--- config.mk ---
export PLATFORM = sky130hd
export DESIGN_NAME = pulse_iv_demod
export DESIGN_NICKNAME = d
export VERILOG_FILES = /design/src/rtl/pid_pkg.sv /design/src/rtl/pid_interval.sv /design/src/rtl/pid_framer.sv /design/src/rtl/pid_tally.sv /design/src/rtl/pulse_iv_demod.sv
export SDC_FILE = /design/constraint.sdc
export NUM_CORES = 1
export LEC_CHECK = 0
export ABC_AREA = 1
export BUFFER_PORTS_ARGS = -buffer_cell sky130_fd_sc_hd__buf_2
export CORE_MARGIN = 2
export CORE_UTILIZATION = 54
export DETAILED_ROUTE_END_ITERATION = 8
export GPL_TIMING_DRIVEN = 0
export PLACE_DENSITY = 0.77
export SYNTH_ARGS = -nofsm -noshare
export SYNTH_HDL_FRONTEND = slang
export SYNTH_SLANG_ARGS = --single-unit
--- constraint.sdc ---
create_clock -name clk -period 3.9 [get_ports clk]
set_clock_uncertainty 0.15 [all_clocks]
set_input_delay 0.39 -clock clk [delete_from_list [all_inputs] [get_ports clk]]
set_output_delay 0.39 -clock clk [all_outputs]
set_load 0.005 [all_outputs]
--- src/rtl/pid_pkg.sv ---
package pid_pkg;

  typedef enum logic [1:0] {
    CL_NONE = 2'd0,
    CL_QTR  = 2'd1,
    CL_HALF = 2'd2,
    CL_FULL = 2'd3
  } pid_cls_e;

  // Samples skipped after a block gap; the reference lands on the last skipped sample.
  localparam int GAP_SPAN_QQ = 128 + 127 + 16 + 32 + 33 + 16 - 1;
  localparam int GAP_SPAN_QH = 128 + 127 + 16 + 32 + 33 - 1;

  // Strict window: |iv - ctr| < tol
  function automatic logic in_band(input int iv, input int ctr, input int tol);
    return ((iv - ctr) < tol) && ((ctr - iv) < tol);
  endfunction

  function automatic pid_cls_e classify(input int iv, input int nom);
    int tol;
    tol = nom / 8;
    if (in_band(iv, nom / 4, tol)) return CL_QTR;
    if (in_band(iv, nom / 2, tol)) return CL_HALF;
    if (in_band(iv, nom, tol))     return CL_FULL;
    return CL_NONE;
  endfunction

endpackage

--- src/rtl/pid_interval.sv ---
module pid_interval
  import pid_pkg::*;
#(
  parameter int TW  = 16,
  parameter int NOM = 64
) (
  input  logic [TW-1:0] t_now,
  input  logic [TW-1:0] t_ref,
  input  logic          skipping,
  output logic [TW-1:0] iv,
  output pid_cls_e      cls,
  output logic          in_win
);

  always_comb begin
    iv     = t_now - t_ref;
    cls    = classify(int'(iv), NOM);
    in_win = skipping && ((iv == '0) || iv[TW-1]);
  end

endmodule

--- src/rtl/pid_framer.sv ---
module pid_framer #(
  parameter int BLK_BITS = 128,
  parameter int CW       = 8
) (
  input  logic                clk,
  input  logic                rst_n,
  input  logic                bit_vld,
  input  logic                bit_val,
  input  logic                clr,
  output logic [BLK_BITS-1:0] sr,
  output logic [CW-1:0]       cnt
);

  localparam logic [CW-1:0] CNT_SAT = CW'(BLK_BITS + 1);

  always_ff @(posedge clk) begin
    if (!rst_n) begin
      sr  <= '0;
      cnt <= '0;
    end else begin
      if (bit_vld) sr <= {bit_val, sr[BLK_BITS-1:1]};
      if (clr) cnt <= '0;
      else if (bit_vld && cnt != CNT_SAT) cnt <= cnt + 1'b1;
    end
  end

  p_cnt_sat_r7: assert property (@(posedge clk) disable iff (!rst_n)
    cnt <= CNT_SAT);
  p_cnt_clear_r7: assert property (@(posedge clk) disable iff (!rst_n)
    clr |=> (cnt == '0));

endmodule

--- src/rtl/pid_tally.sv ---
module pid_tally #(
  parameter int MAX_ERR = 10,
  parameter int MAX_BLK = 4
) (
  input  logic clk,
  input  logic rst_n,
  input  logic err_ev,
  input  logic blk_ev,
  output logic abort,
  output logic done
);

  localparam int EW = $clog2(MAX_ERR + 2);
  localparam int BW = $clog2(MAX_BLK + 1);

  logic [EW-1:0] ecnt;
  logic [BW-1:0] bcnt;

  always_ff @(posedge clk) begin
    if (!rst_n) begin
      ecnt  <= '0;
      bcnt  <= '0;
      abort <= 1'b0;
      done  <= 1'b0;
    end else begin
      if (err_ev) begin
        ecnt <= ecnt + 1'b1;
        if (ecnt == EW'(MAX_ERR)) abort <= 1'b1;
      end
      if (blk_ev) begin
        bcnt <= bcnt + 1'b1;
        if (bcnt == BW'(MAX_BLK - 1)) done <= 1'b1;
      end
    end
  end

  p_abort_sticky_r10: assert property (@(posedge clk) disable iff (!rst_n)
    abort |=> abort);
  p_done_sticky_r9: assert property (@(posedge clk) disable iff (!rst_n)
    done |=> done);
  p_no_count_after_stop_r9: assert property (@(posedge clk) disable iff (!rst_n)
    (abort || done) |-> !(err_ev || blk_ev));

endmodule

--- src/rtl/pulse_iv_demod.sv ---
module pulse_iv_demod
  import pid_pkg::*;
#(
  parameter int TW       = 16,
  parameter int NOM      = 64,
  parameter int BLK_BITS = 128,
  parameter int MAX_ERR  = 10,
  parameter int MAX_BLK  = 4
) (
  input  logic                clk,
  input  logic                rst_n,
  input  logic                pk_valid,
  input  logic [TW-1:0]       pk_time,
  output logic                blk_valid,
  output logic [BLK_BITS-1:0] blk_data,
  output logic                ev_err,
  output logic                dec_abort,
  output logic                dec_done
);

  localparam int CW = $clog2(BLK_BITS + 2);
  localparam logic [TW-1:0] SPAN_QQ = TW'(GAP_SPAN_QQ);
  localparam logic [TW-1:0] SPAN_QH = TW'(GAP_SPAN_QH);

  logic                armed, skipping, prev_q, half_pend;
  logic [TW-1:0]       ref_t, iv;
  pid_cls_e            cls;
  logic                in_win;
  logic [BLK_BITS-1:0] sr;
  logic [CW-1:0]       bit_cnt;

  // named internal events
  logic run, arm_ev, acc, gap_qq, gap_qh, gap_ev, emit_bit, bit_val, err_ev, blk_ev;

  pid_interval #(.TW(TW), .NOM(NOM)) iv_i (
    .t_now(pk_time), .t_ref(ref_t), .skipping(skipping),
    .iv(iv), .cls(cls), .in_win(in_win)
  );

  always_comb begin
    run      = !dec_abort && !dec_done;
    arm_ev   = pk_valid && run && !armed;
    acc      = pk_valid && run && armed && !in_win;
    gap_qq   = acc && prev_q && (cls == CL_QTR);
    gap_qh   = acc && prev_q && (cls == CL_HALF);
    gap_ev   = gap_qq || gap_qh;
    emit_bit = acc && ((cls == CL_FULL) || ((cls == CL_HALF) && !prev_q && half_pend));
    bit_val  = (cls == CL_FULL);
    err_ev   = acc && (cls == CL_NONE);
    blk_ev   = gap_ev && (bit_cnt == CW'(BLK_BITS));
  end

  pid_framer #(.BLK_BITS(BLK_BITS), .CW(CW)) fr_i (
    .clk(clk), .rst_n(rst_n), .bit_vld(emit_bit), .bit_val(bit_val),
    .clr(gap_ev), .sr(sr), .cnt(bit_cnt)
  );

  pid_tally #(.MAX_ERR(MAX_ERR), .MAX_BLK(MAX_BLK)) ty_i (
    .clk(clk), .rst_n(rst_n), .err_ev(err_ev), .blk_ev(blk_ev),
    .abort(dec_abort), .done(dec_done)
  );

  always_ff @(posedge clk) begin
    if (!rst_n) begin
      armed     <= 1'b0;
      skipping  <= 1'b0;
      prev_q    <= 1'b0;
      half_pend <= 1'b0;
      ref_t     <= '0;
      blk_valid <= 1'b0;
      blk_data  <= '0;
      ev_err    <= 1'b0;
    end else begin
      blk_valid <= blk_ev;
      ev_err    <= err_ev;
      if (blk_ev) blk_data <= sr;
      if (arm_ev) begin
        armed <= 1'b1;
        ref_t <= pk_time;
      end
      if (acc) begin
        skipping <= gap_ev;
        prev_q   <= (cls == CL_QTR) && !prev_q;
        if (gap_qq)      ref_t <= pk_time + SPAN_QQ;
        else if (gap_qh) ref_t <= pk_time + SPAN_QH;
        else             ref_t <= pk_time;
        if (gap_ev) half_pend <= 1'b0;
        else if (cls == CL_HALF) half_pend <= !half_pend;
      end
    end
  end

  p_block_full_r7: assert property (@(posedge clk) disable iff (!rst_n)
    blk_valid |-> ($past(bit_cnt) == CW'(BLK_BITS)));
  p_err_unmatched_r1: assert property (@(posedge clk) disable iff (!rst_n)
    ev_err |-> ($past(cls) == CL_NONE));
  p_single_event_r3: assert property (@(posedge clk) disable iff (!rst_n)
    $onehot0({emit_bit, gap_ev, err_ev, arm_ev}));
  p_skip_quiet_r6: assert property (@(posedge clk) disable iff (!rst_n)
    (pk_valid && in_win) |=> (!ev_err && !blk_valid));
  p_done_quiet_r9: assert property (@(posedge clk) disable iff (!rst_n)
    dec_done |=> (!blk_valid && !ev_err));
  p_abort_with_err_r10: assert property (@(posedge clk) disable iff (!rst_n)
    $rose(dec_abort) |-> ev_err);

endmodule

==> Word level (Yosys, flattened, before mapping) <==
Cells that the tools add are included.
{ "word_totals": {"register_bits": 295, "output_inout_bits": 132, "elab_cells": 94, "input_bits": 19} }
{ "op_classes": {"reduce_logical": 36, "bitwise": 1, "magnitude_cmp": 6, "n_eq_ne": 7, "n_addsub": 12, "muxes": 18} }
{ "ops": {"columns": ["cell", "n"], "rows": [
  ["less-than comparator 32 x 5 -> 1 bit (second input constant)", 6],
  ["two-way mux 16 bit", 4],
  ["adder 16 x 9 -> 16 bit (second input constant)", 2],
  ["logical AND 1 bit", 19],
  ["subtractor 16 x 5 -> 17 bit (second input constant)", 1],
  ["subtractor 16 x 6 -> 17 bit (second input constant)", 1],
  ["subtractor 16 x 7 -> 17 bit (second input constant)", 1],
  ["subtractor 5 x 16 -> 17 bit (first input constant)", 1],
  ["subtractor 6 x 16 -> 17 bit (first input constant)", 1],
  ["subtractor 7 x 16 -> 17 bit (first input constant)", 1],
  ["logical NOT 16 bit", 1],
  ["subtractor 16 bit", 1],
  ["two-way mux 2 bit", 6],
  ["adder 8 x 1 -> 8 bit (second input constant)", 1],
  ["equality test 8 bit (second input constant)", 1],
  ["two-way mux 1 bit", 8],
  ["!= test 8 bit (second input constant)", 1],
  ["logical NOT 1 bit", 6],
  ["AND reduction 2 bit", 3],
  ["adder 4 x 1 -> 4 bit (second input constant)", 1],
  ["equality test 2 bit (second input constant)", 2],
  ["equality test 4 bit (second input constant)", 1],
  ["nonzero test 2 bit", 2],
  ["adder 3 x 1 -> 3 bit (second input constant)", 1],
  ["other kinds (6)", 8]
]} }

==> Longest topological paths before layout <==
Gate-level depths: netlist of the first run.
{ "logic_depth": {"word_depth": 17, "ltp_mapped": 31} }

==> Modules after synthesis <==
A second synthesis of the first run with hierarchy kept.
{ "hier_totals": {"hier_cells": 1933, "area_unflattened_um2": 13619.3} }
{ "modules_own_cells": {"columns": ["module", "instances", "area_each_um2", "cells_each", "seq_area_each_um2"], "rows": [
  ["pulse_iv_demod", 1, 5998.3, 836, 3002.9],
  ["pid_framer", 1, 5062.4, 630, 2722.6],
  ["pid_interval", 1, 2184.6, 423, 0.0],
  ["pid_tally", 1, 374.1, 44, 180.2]
]} }

==> Least setup slack after synthesis of the first run <==
Ideal clock, no wire load.
{ "synth_path": {"path_type": "input -> register", "start": "in pk_time[0]", "end": "reg fr_i.sr[89]", "t_required_ps": 3685, "path_buffers": 3, "setup_ps": 65, "cell_stages": 27, "arrival_time_ps": 3545, "slack_ps": 140, "path_cell_list": "inv_1 ha_1 fa_1 inv_1 nand3_1 nand2_2 nand2_2 nand2_1 nand2_1 nand2_4 ha_1 nor4_1 nand2_1 nor2_1 nand2_1 inv_1 nand3_1 nand2_4 nand4_4 nand2_4 nand2_2 buf_6 inv_2 buf_8 buf_6 nor2_1 nor2_1"} }
{ "synth_between": {"elab_chain_len": 15, "word_cells_on_any_way": 38, "classes_between": "7 x add/sub; 6 x order compare; 2 x eq/ne; 11 x mux; 12 x reduce/logical"} }
{ "synth_rtl": {"columns": ["element", "line_no", "source"], "rows": [
  ["from (decl)", "pulse_iv_demod.sv:13", "input logic [TW-1:0] pk_time,"],
  ["subtractor 16 bit (*)", "pid_interval.sv:16", "iv = t_now - t_ref;"],
  ["subtractor 16 x 7 -> 17 bit / subtractor 7 x 16 -> 17 bit (equally long branches)", "pid_pkg.sv:16", "return ((iv - ctr) < tol) && ((ctr - iv) < tol);"],
  ["less-than comparator 32 x 5 -> 1 bit", "pid_pkg.sv:16", null],
  ["logical AND 1 bit", "pid_pkg.sv:16", null],
  ["two-way mux 1 bit (2 in series)", "pid_pkg.sv:24", "if (in_band(iv, nom, tol)) return CL_FULL;"],
  ["two-way mux 1 bit", "pid_pkg.sv:23", "if (in_band(iv, nom / 2, tol)) return CL_HALF;"],
  ["two-way mux 2 bit", "pid_pkg.sv:25", "return CL_NONE;"],
  ["two-way mux 2 bit", "pid_pkg.sv:24", null],
  ["two-way mux 2 bit", "pid_pkg.sv:23", null],
  ["equality test 2 bit", "pulse_iv_demod.sv:47", "emit_bit = acc && ((cls == CL_FULL) || ((cls == CL_HALF) && !prev_q && half_pend));"],
  ["logical AND 1 bit (2 in series)", "pulse_iv_demod.sv:47", null],
  ["logical OR 1 bit", "pulse_iv_demod.sv:47", null],
  ["logical AND 1 bit (*)", "pulse_iv_demod.sv:47", null],
  ["to (signal assigned)", "pid_framer.sv:21", "if (bit_vld) sr <= {bit_val, sr[BLK_BITS-1:1]};"],
  ["to (decl)", "pid_framer.sv:10", "output logic [BLK_BITS-1:0] sr,"]
]} }
Mark *: on every way between the ends. The rest lies on a longest branch, timed or not. The select of a mux whose other input is x is not followed.
A chain may end at the register's enable or synchronous reset.

==> Worst setup path after layout of the first run <==
{ "layout_path": {"start": "reg ref_t[0]", "end": "reg ref_t[2]"} }
{ "layout_between": {"elab_chain_len": 15, "word_cells_on_any_way": 41, "classes_between": "7 x add/sub; 6 x order compare; 2 x eq/ne; 14 x mux; 12 x reduce/logical"} }
{ "layout_rtl": {"columns": ["element", "line_no", "source"], "rows": [
  ["from (decl)", "pulse_iv_demod.sv:26", "logic [TW-1:0] ref_t, iv;"],
  ["from (signal assigned)", "pulse_iv_demod.sv:79", "ref_t <= pk_time;"],
  ["from (signal assigned)", "pulse_iv_demod.sv:84", "if (gap_qq) ref_t <= pk_time + SPAN_QQ;"],
  ["from (signal assigned)", "pulse_iv_demod.sv:85", "else if (gap_qh) ref_t <= pk_time + SPAN_QH;"],
  ["subtractor 16 bit (*)", "pid_interval.sv:16", null],
  ["subtractor 16 x 7 -> 17 bit / subtractor 7 x 16 -> 17 bit (equally long branches)", "pid_pkg.sv:16", null],
  ["less-than comparator 32 x 5 -> 1 bit", "pid_pkg.sv:16", null],
  ["logical AND 1 bit", "pid_pkg.sv:16", null],
  ["two-way mux 1 bit (2 in series)", "pid_pkg.sv:24", null],
  ["two-way mux 1 bit", "pid_pkg.sv:23", null],
  ["two-way mux 2 bit", "pid_pkg.sv:25", null],
  ["two-way mux 2 bit", "pid_pkg.sv:24", null],
  ["two-way mux 2 bit", "pid_pkg.sv:23", null],
  ["equality test 2 bit", "pulse_iv_demod.sv:45", "gap_qh = acc && prev_q && (cls == CL_HALF);"],
  ["logical AND 1 bit", "pulse_iv_demod.sv:45", null],
  ["two-way mux 16 bit", "pulse_iv_demod.sv:85", null],
  ["two-way mux 16 bit", "pulse_iv_demod.sv:84", null],
  ["two-way mux 16 bit", "pulse_iv_demod.sv:81", "if (acc) begin"]
]} }
Marks and branches as above.

==> flow_summary.json, run 1 <==
{
  "run_status": "finished, violations left",
  "violations": "setup timing",
  "hold_end": "fr_i.cnt[2]",
  "swShare": 0.2905,
  "cpMostUsedCell": "nand2_2",
  "netlist_instances": 2108,
  "setup_viol": 39,
  "synthTopCellsByCount": "nor2_1 (466), nand2_1 (331), dfxtp_1 (295)",
  "synth-adder-area-share": 0.02477,
  "r2r-end": "ref_t[2]",
  "fillers": 2088,
  "p_switching_mw": 2.206,
  "vias_per_cell": 5.521,
  "wl_per_cell_um": 16.11,
  "fp-row-count": 59,
  "cts_max_level": 1,
  "crit_family": "simple AND/OR/NAND/NOR gates",
  "ys_types": 43,
  "use_met1": 0.3680,
  "worst_slack_ps": -42.67,
  "globalplace.congestion": 0.9792,
  "synth_xor_area_frac": 0.01940,
  "drive_above_1_share": 0.2470,
  "grt_pass1_vias": 13338,
  "finalNetCount": 2413,
  "grt_most_used_layer": "met2",
  "dp.final_hpwl_um": 29150,
  "p_per_area_mw_per_mm2": 406.8,
  "worst_pin_slew_ps": 1101,
  "combPwrFrac": 0.188,
  "cts_root_buf": "clkbuf_16",
  "worstRegToRegCells": 30,
  "power_leakage_nw": 8.344,
  "crit_arrival_ps": 4240,
  "relSlewSlack": 0.2659,
  "antenna_found_initial": 1,
  "synth-main-ff-cell": "dfxtp_1",
  "synth-edff-count": 0,
  "die-area_mm2": 0.02808,
  "cts.path.max_buffers": 3,
  "grt_max_degree": 17,
  "synth_top_cell_area_share": 0.4088,
  "yosys.area_share.simple": 0.3481,
  "chipWidth_um": 167.6,
  "dieHeight_um": 167.6,
  "hp-class": "in -> reg",
  "grt_pass1_wl_um": 65750,
  "yosys_warnings": 0,
  "grt_use_total": 0.2814,
  "synth_top_family_by_area": "simple AND/OR/NAND/NOR gates",
  "hold_path.startpoint": "rst_n",
  "synthMuxAreaShare": 0,
  "wirelength_um": 43910,
  "cts_tree": "built",
  "syn_nets": 2155,
  "worstSetupPathType": "reg -> reg",
  "timing.rr.start": "ref_t[0]",
  "fin_setup_tns_ps": -604.5,
  "min_period_ps": 3943,
  "dp_slack_ps": -1018,
  "required_ps": 4190,
  "yosysTopAreaCell": "dfxtp_1",
  "pin_count": 151,
  "critPathBufInv": 6,
  "start_kind": "flop",
  "met2_usage": 0.4748,
  "rsz0062_at_grt": "yes",
  "slew_violations": 0,
  "yosysSeqAreaShare": 0.4088,
  "max-cap-violations": 0,
  "post-synth-top-count-cell": "nor2_1",
  "internal_power_mw": 5.388,
  "synth_compound_area_frac": 0.1228,
  "finalHoldViolations": 0,
  "syn_area_per_cell_um2": 6.854,
  "endpoint_kind": "flop",
  "max_freq_ghz": 0.2536,
  "drt_iter0_markers": 1125,
  "crit_fanout": 8,
  "hold_depth": 3,
  "r2r_setup_slack_ps": -40,
  "start_util": 0.5529,
  "port_buffers": 150,
  "path_clk_slew_ps": 60,
  "slowest_stage": "fa_2",
  "synth_area_mm2": 0.01445,
  "area_growth_pct": 29.20,
  "finalCritPeriodShare": 1.011,
  "drc": 0,
  "seq_power_share": 0.400,
  "grtUsageMet3": 0.04963,
  "grt_overflow_total": 0,
  "synthArstFlopShare": 0,
  "final_core_util": 0.7143,
  "synth_area_leaders": "dfxtp_1 (41%), nor2_1 (12%), nand2_1 (8.6%), a21oi_1 (6.0%), o21ai_0 (5.4%)",
  "drtAntennaViolNets": 0,
  "ys_ff_latch": 295,
  "cp-startpoint": "ref_t[0]",
  "cts_hold_buf": 0,
  "insertion_delay_ps": 570,
  "num_vias": 15045,
  "pwr-share-clk": 0.412,
  "peakVddDrop_uv": 374.2,
  "core_mm2": 0.02613,
  "dr.pass1.iters": 5,
  "cpPeakStageDelay_ps": 390,
  "clock_sinks": 295,
  "cts_inserted_buffers": 30
}
-- worst max path at each step --
stage / end / slack [ps] / cells past startpoint
2_1_floorplan: fr_i.sr[89] / 140 / 27
3_3_place_gp: blk_data[126] / -940 / 27
3_5_place_dp: blk_data[115] / -1020 / 27
4_1_cts: blk_data[125] / -4 / 27
5_1_grt: fr_i.sr[70] / -230 / 27
6_report: ref_t[2] / -40 / 30
-- cells by family after synthesis --
group	count (synthesis)
and+or+nand+nor	1147
xor gates and xnor gates	32
DFF	295
AOI/OAI and AO/OA	349
buffers and inverters	257
adders and majority gates	28
-- worst register-to-register path, delay by kind of cell (launching register included) --
family | cells | cell delay (ps)
fa+ha+maj | 3 | 760
buf+inv | 6 | 640
flops | 1 | 330
simple gates | 21 | 2000
-- per-stage QoR --
step           power, mW  area, µm²  hold WS (ps)  cells
4_1_cts            7.308      17120         65.54   2666
3_3_place_gp       4.143      15620         291.2   2593
6_report           7.594      18670         85.66   2725
5_1_grt            7.872      18660         85.37   2724
3_5_place_dp       4.154      15620         298.5   2593
2_1_floorplan      3.887      14450         282.4   2108
-- layer usage --
metal  wire (µm)  share of wire
met1       18800           0.43
met2       20870           0.48
met3        2817          0.064
met4        1408          0.032
met5          13        0.00030
-- power by group through the flow --
stage / Sequential (mW) / Clock (mW) / Combinational (mW)
global placement: 3.10 / 0 / 1.04
global route: 3.04 / 3.29 / 1.54
floorplan: 3.10 / 0 / 0.783
finish: 3.04 / 3.13 / 1.43
CTS: 3.04 / 3.14 / 1.13
detailed placement: 3.11 / 0 / 1.05
-- state kept, by name, summed over array words and instances (netlist names) --
register	cells
half_pend	1
ref_t	16
prev_q	1
ty_i.done	1
blk_valid	1
ty_i.bcnt	3
ev_err	1
blk_data	128
ty_i.ecnt	4
ty_i.abort	1
armed	1
fr_i.cnt	8
skipping	1
fr_i.sr	128
-- repair_timing --
item / 4_1_cts / 5_1_grt
setup endpoints to repair: 292 / 292
gates cloned: 0 / 10
buffers inserted: 19 / 49
pin swaps: 14 / 56
resized for setup: 73 / 352
-- final cells by class --
cell class | count | area, µm² | share of cell area
clock inverter | 14 | 203.9 | 0.01093
inverter | 143 | 550.5 | 0.02949
antenna | 1 | 2.502 | 0.0001341
sequential | 295 | 5907 | 0.3164
buffer | 113 | 830.8 | 0.04451
clock buffer | 41 | 902.1 | 0.04833
multi-input combinational | 1557 | 8373 | 0.4486
timing repair buffer | 226 | 1478 | 0.07916
tap | 335 | 419.2 | 0.02245
-- cells in the final DEF, fill, tap and decap left out, types with 58 or more instances in the layout --
cell and instances:
a21oi_1 171, buf_2 167, buf_4 65, dfxtp_1 294, inv_1 115, nand2_1 287, nand3_1 96, nor2_1 381
nor2_2 58, nor3_1 132, o21ai_0 118
Power figures use the tool's default switching activity.
==> run 2, diff against run 1 <==
--- a/config.mk
+++ b/config.mk
@@ -7,11 +7,13 @@
 export LEC_CHECK = 0
 export ABC_AREA = 1
 export BUFFER_PORTS_ARGS = -buffer_cell sky130_fd_sc_hd__buf_2
+export CAP_MARGIN = 10
 export CORE_MARGIN = 2
-export CORE_UTILIZATION = 54
+export CORE_UTILIZATION = 53
 export DETAILED_ROUTE_END_ITERATION = 8
 export GPL_TIMING_DRIVEN = 0
-export PLACE_DENSITY = 0.77
+export PLACE_DENSITY = 0.76
 export SYNTH_ARGS = -nofsm -noshare
 export SYNTH_HDL_FRONTEND = slang
+export SYNTH_HIERARCHICAL = 1
 export SYNTH_SLANG_ARGS = --single-unit
==> run 2 against run 1 <==
The flow still finishes with violations (setup timing); clock power shrank 6%; first-iteration DRC count shrank 22%; design area shrank 6.9%; global-route usage shrank 2.5 points; final cell count shrank 7.2%; hold slack lost 54 ps; non-clock buffer count shrank 35; critical endpoint is now blk_data[45]; highest routed layer is now met4.
==> flow_summary.json, run 2 <==
{
  "final-seq-area_mm2": 0.005911,
  "synthMuxAreaShare": 0,
  "drt_iter0_markers": 883,
  "final_cell_mix": "nor2_1 (505), dfxtp_1 (293), nand2_1 (229)",
  "pin_count": 151,
  "p_per_area_mw_per_mm2": 397.8,
  "worstRegToRegCells": 23,
  "synth_top_family_by_area": "simple AND/OR/NAND/NOR gates",
  "min_period_ps": 4091,
  "yosys_warnings": 6,
  "max-cap-violations": 0,
  "num_vias": 13244,
  "worstSetupPathType": "reg -> reg",
  "multiInputGateArea_mm2": 0.007390,
  "start_util": 0.5408,
  "cpMostUsedCell": "nand2_4",
  "endpoint_kind": "flop",
  "relSlewSlack": 0.4146,
  "core_mm2": 0.02518,
  "rsz0062_at_grt": "yes",
  "synth_compound_area_frac": 0.1336,
  "syn_nets": 1979,
  "reg_top3": "blk_data (128), fr_i/sr (128), ref_t (16)",
  "cts_tree": "built",
  "worst_pin_slew_ps": 878.1,
  "slew_violations": 0,
  "power_leakage_nw": 8.254,
  "n_antenna_cell": 0,
  "fin_setup_tns_ps": -30700,
  "finalNetCount": 2222,
  "hold_end": "ty_i/ecnt[2]",
  "crit_fanout": 10,
  "ys_ff_latch": 295,
  "violations": "setup timing",
  "synthArstFlopShare": 0,
  "cpPeakStageDelay_ps": 420,
  "finalHoldViolations": 0,
  "run_status": "finished, violations left",
  "globalplace.congestion": 0.9855,
  "dr.pass1.iters": 5,
  "hp-class": "in -> reg",
  "grt_use_total": 0.2563,
  "post-synth-top-count-cell": "nor2_1",
  "cts.path.max_buffers": 3,
  "clock_sinks": 295,
  "stdcell_area_mm2": 0.01739,
  "antenna_found_initial": 0,
  "synthTopCellsByCount": "nor2_1 (543), dfxtp_1 (295), o21ai_0 (285)",
  "die-area_mm2": 0.02699,
  "grt_overflow_total": 0,
  "wirelength_um": 36600,
  "synth_top_cell_area_share": 0.4336,
  "ys_types": 46,
  "vias_per_cell": 5.235,
  "dieHeight_um": 164.3,
  "setup_viol": 262,
  "cts_max_level": 1,
  "synth_area_mm2": 0.01362,
  "synth_xor_area_frac": 0.01029,
  "drtAntennaViolNets": 0,
  "r2r_setup_slack_ps": -190,
  "finalCritPeriodShare": 1.049,
  "yosys.area_share.simple": 0.3199,
  "r2r-end": "blk_data[45]",
  "drive_above_1_share": 0.2705,
  "synth_area_leaders": "dfxtp_1 (43%), nor2_1 (15%), o21ai_0 (10%), nand2_1 (7.2%), inv_1 (3.4%)",
  "cts_root_buf": "clkbuf_16",
  "slowest_stage": "fa_2",
  "dp.final_hpwl_um": 24410,
  "area_growth_pct": 27.66,
  "start_kind": "flop",
  "required_ps": 4200,
  "chipWidth_um": 164.3,
  "syn_area_per_cell_um2": 7.046,
  "hold_path.startpoint": "rst_n",
  "grt_max_degree": 17,
  "grt_pass1_vias": 11901,
  "synth-edff-count": 0,
  "timing.rr.start": "ref_t[0]",
  "max_freq_ghz": 0.2445,
  "port_buffers": 150,
  "worst_slack_ps": -190.8,
  "netlist_instances": 1933,
  "insertion_delay_ps": 570,
  "hold_depth": 3,
  "crit_arrival_ps": 4390,
  "grt_pass1_wl_um": 56870,
  "path_clk_slew_ps": 60,
  "yosysTopAreaCell": "dfxtp_1",
  "layout_commonest_cell": "nor2_1",
  "crit_chain": "ha_4 -> inv_4 -> fa_2 -> or2_4 -> nor2_4 -> nand2_4 -> nor2_4 -> inv_1 -> nand2_2 -> inv_1 -> nor2_2 -> o211ai_1 -> nand3_1 -> nand2_2 -> buf_4 -> a21oi_4 -> nand2_4 -> a21oi_4 -> nand2_4 -> buf_12 -> clkbuf_4 -> o21ai_1 -> nor2_1",
  "synth-main-ff-cell": "dfxtp_1",
  "drc": 0,
  "fillers": 2061,
  "peakVddDrop_uv": 344.0,
  "hold_slack_ps": 31.33,
  "wl_per_cell_um": 14.47,
  "fp-row-count": 58,
  "synth-adder-area-share": 0.02536,
  "yosysSeqAreaShare": 0.4336,
  "placed_area_mm2": 0.01481,
  "cts_inserted_buffers": 30
}
==> run 2: cell types whose count changed after synthesis, sizes merged, moves of 17 or more <==
| cell | change |
|---|---|
| a21oi | -137 |
| clkbuf | -17 |
| nand2 | -70 |
| nand3 | -39 |
| nand4 | -19 |
| nor2 | +123 |
| nor3 | -125 |
| o21ai | +125 |
==> run 2: cell type report <==
class / instances / area share
clock buffer: 45 / 0.04987
multi-input combinational: 1406 / 0.4250
inverter: 139 / 0.03116
timing repair buffer: 211 / 0.07383
tap: 330 / 0.02375
sequential: 295 / 0.3400
clock inverter: 11 / 0.009643
buffer: 93 / 0.04678
==> run 2: how the worst max path moves through the flow <==
| stage | from | to | cells after the start |
|---|---|---|---|
| 2_1_floorplan | pk_time[0] | ref_t[11] | 30 |
| 3_3_place_gp | pk_time[0] | blk_data[120] | 24 |
| 3_5_place_dp | pk_time[0] | blk_data[120] | 24 |
| 4_1_cts | ref_t[2] | ref_t[11] | 32 |
| 5_1_grt | ref_t[4] | ref_t[11] | 31 |
| 6_report | ref_t[0] | blk_data[45] | 23 |
==> run 2: logic make-up after synthesis <==
family | Yosys count
AOI/OAI and AO/OA | 347
xor gates and xnor gates | 16
buffers and inverters | 232
and+or+nand+nor | 1016
DFF | 295
adders and majority gates | 27
==> run 2: report_power, final <==
| part | internal (mW) | switching [mW] |
|---|---|---|
| combinational | 0.328 | 0.598 |
| clock | 1.75 | 1.21 |
| sequential | 3.03 | 0.00935 |
==> run 2: critical path, delay by kind of cell, from the launching register on <==
kind                     cells  cell delay, ps
buffers and inverters        6             710
adder cells (fa/ha/maj)      2             580
flip-flops                   1             360
AO/OA/AOI/OAI                4             750
AND/OR/NAND/NOR             11            1450
==> run 2: routing by layer <==
| layer | share of wire | global-route usage | vias up |
|---|---|---|---|
| met5 | 0 | 0 | - |
| met4 | 0.028 | 0.07895 | 0 |
| met2 | 0.48 | 0.4369 | 406 |
| met3 | 0.065 | 0.04116 | 77 |
| met1 | 0.43 | 0.3327 | 6089 |
| li1 | - | - | 6672 |
==> run 2: repair_timing <==
action                                  CTS  global route
gates resized for setup                 220           206
hold buffers                              0             0
endpoints found under the setup margin  292           292
endpoints found under the hold margin     0             0
pin swaps                                36            62
buffers inserted                         30            28
gates cloned                              0             3
==> run 2: metrics by stage <==
step | instances | utilization | power [mW] | setup WS, ps
3_5_place_dp | 2413 | 0.5880 | 3.807 | -1080
2_1_floorplan | 1933 | - | 3.638 | 7.642
4_1_cts | 2499 | 0.6567 | 6.812 | -145.9
5_1_grt | 2530 | 0.6905 | 7.165 | -405.3
3_3_place_gp | 2413 | 0.5880 | 3.796 | -999.5
6_report | 2530 | 0.6905 | 6.916 | -190.8
==> run 3, diff against run 2 <==
--- a/config.mk
+++ b/config.mk
@@ -9,10 +9,9 @@
 export BUFFER_PORTS_ARGS = -buffer_cell sky130_fd_sc_hd__buf_2
 export CAP_MARGIN = 10
 export CORE_MARGIN = 2
-export CORE_UTILIZATION = 53
+export CORE_UTILIZATION = 41
 export DETAILED_ROUTE_END_ITERATION = 8
 export GPL_TIMING_DRIVEN = 0
-export PLACE_DENSITY = 0.76
 export SYNTH_ARGS = -nofsm -noshare
 export SYNTH_HDL_FRONTEND = slang
 export SYNTH_HIERARCHICAL = 1
==> run 3 against run 2 <==
The flow still finishes with violations (setup timing); power increased by 0.24%; worst setup slack got worse by 100 ps; clock-buffer cell count shrank 1; combinational power up 6.6%; hold slack improved by 23 ps; clock power fell by 1%; register-to-register slack got worse by 100 ps; non-clock buffer count rose by 66; wire length is 16% higher; die area is 29% higher; core utilization shrank 5.9 points; critical path type unchanged; highest routed layer unchanged.
==> flow_summary.json, run 3 (synthesized netlist as in run 2, its figures left out) <==
{
  "grt_overflow_total": 0,
  "dp.final_hpwl_um": 25850,
  "die-area_mm2": 0.03469,
  "min_period_ps": 4192,
  "clock_sinks": 295,
  "violations": "setup timing",
  "fp-row-count": 66,
  "dieHeight_um": 186.3,
  "endpoint_kind": "flop",
  "power_leakage_nw": 9.125,
  "insertion_delay_ps": 580,
  "cts_inserted_buffers": 30,
  "worstRegToRegCells": 29,
  "timing.rr.start": "ref_t[0]",
  "finalCritPeriodShare": 1.075,
  "setup_viol": 282,
  "finalHoldViolations": 0,
  "worstSetupPathType": "reg -> reg",
  "run_status": "finished, violations left",
  "grt_max_degree": 17,
  "max_freq_ghz": 0.2385,
  "hp-class": "in -> reg",
  "final_cell_mix": "nor2_1 (401), dfxtp_1 (293), nand2_1 (220)",
  "slowest_stage": "fa_2",
  "crit_fanout": 6,
  "start_util": 0.4175,
  "grt_pass1_vias": 12339,
  "num_vias": 13681,
  "dp_slack_ps": -1089,
  "pin_count": 151,
  "core_mm2": 0.03262,
  "slew_violations": 0,
  "drc": 0,
  "crit_arrival_ps": 4520,
  "cts.path.max_buffers": 3,
  "worst_slack_ps": -292.0,
  "max-cap-violations": 0,
  "layout_commonest_cell": "nor2_1",
  "r2r-end": "blk_data[35]",
  "dr.pass1.iters": 7,
  "cpPeakStageDelay_ps": 400,
  "reg_top3": "blk_data (128), fr_i/sr (128), ref_t (16)",
  "vias_per_cell": 5.050,
  "hold_depth": 3,
  "drtAntennaViolNets": 0,
  "p_total_mw": 6.933,
  "cts_root_buf": "clkbuf_16",
  "required_ps": 4220,
  "path_clk_slew_ps": 70,
  "fin_setup_tns_ps": -51200,
  "start_kind": "flop",
  "r2r_setup_slack_ps": -290,
  "p_per_area_mw_per_mm2": 336.8,
  "cts_tree": "built",
  "worst_pin_slew_ps": 1120,
  "peakVddDrop_uv": 344.2,
  "cts_max_level": 1,
  "relSlewSlack": 0.2536,
  "hold_path.startpoint": "rst_n",
  "antenna_found_initial": 0,
  "globalplace.congestion": 0.9100,
  "drive_above_1_share": 0.3877,
  "grt_use_total": 0.2240,
  "grt_pass1_wl_um": 62730,
  "port_buffers": 150,
  "rsz0062_at_grt": "yes",
  "finalNetCount": 2289,
  "area_growth_pct": 51.14,
  "hold_end": "ty_i/ecnt[2]",
  "n_antenna_cell": 0,
  "drt_iter0_markers": 794,
  "wirelength_um": 42290,
  "wl_per_cell_um": 15.61,
  "chipWidth_um": 186.3
}
-- run 3: cell types whose count changed in the layout (fill, tap and decap cells not counted), moves of 6 or more --
cell	delta
buf_12	+20
buf_16	+8
buf_8	+15
clkbuf_16	+26
clkbuf_4	-6
nand2_1	-9
nand2_2	+7
nor2_1	-104
nor2_2	-20
nor2_4	+125
o21ai_0	-22
o21ai_1	-70
o21ai_2	+65
o21ai_4	+27
-- run 3: metrics by stage --
| stage | instances | hold slack [ps] | util | area (µm²) |
|---|---|---|---|---|
| 2_1_floorplan | 1933 | 291.5 | - | 13640 |
| 3_3_place_gp | 2525 | 300.6 | 0.4583 | 14950 |
| 3_5_place_dp | 2525 | 305.1 | 0.4583 | 14950 |
| 4_1_cts | 2654 | 7.808 | 0.5557 | 18130 |
| 5_1_grt | 2709 | 49.48 | 0.6311 | 20580 |
| 6_report | 2709 | 54.52 | 0.6311 | 20580 |
-- run 3: power by group --
group / internal, mW / switching, mW / leakage [nW]
logic: 0.357 / 0.630 / 6.26
registers: 3.03 / 0.00867 / 2.38
clock network: 1.66 / 1.25 / 0.486
total: 5.04 / 1.89 / 9.13
-- run 3: worst max-delay path by stage --
stage                           from             to  depth (start not counted)
after CTS                   ref_t[0]      ref_t[11]                         30
after floorplan           pk_time[0]      ref_t[11]                         30
final                       ref_t[0]   blk_data[35]                         29
after detailed placement  pk_time[0]   blk_data[94]                         24
after global placement    pk_time[0]  blk_data[123]                         24
after global routing        ref_t[0]   blk_data[35]                         29
-- run 3: critical path: cells and delay by family, from the launching register on --
kind	cells	cell delay (ps)
AO/OA/AOI/OAI	3	540
AND/OR/NAND/NOR	15	1410
adder cells (fa/ha/maj)	3	730
buffers and inverters	8	900
flip-flops	1	360
-- run 3: layer usage --
layer | vias up | part of all wire | GRT usage
li1 | 6824 | - | -
met1 | 6474 | 0.43 | 0.2904
met2 | 312 | 0.50 | 0.3863
met3 | 71 | 0.050 | 0.03797
met4 | 0 | 0.023 | 0.05827
met5 | - | 0 | 0
-- run 3: final cells by class --
| class | instances | area, µm² |
|---|---|---|
| fill | 2754 | 12030 |
| clock inverter | 12 | 150.1 |
| buffer | 91 | 1125 |
| tap | 442 | 553.0 |
| clock buffer | 44 | 853.3 |
| inverter | 139 | 551.8 |
| timing repair buffer | 279 | 2474 |
| multi-input combinational | 1407 | 8967 |
| sequential | 295 | 5911 |
-- run 3: timing repair --
item / CTS / global route
hold endpoints to repair: 1 / 0
hold buffers: 1 / 0
resized for setup: 446 / 493
pin swaps: 56 / 137
setup buffers: 50 / 38
gates cloned: 22 / 23
setup endpoints to repair: 292 / 293
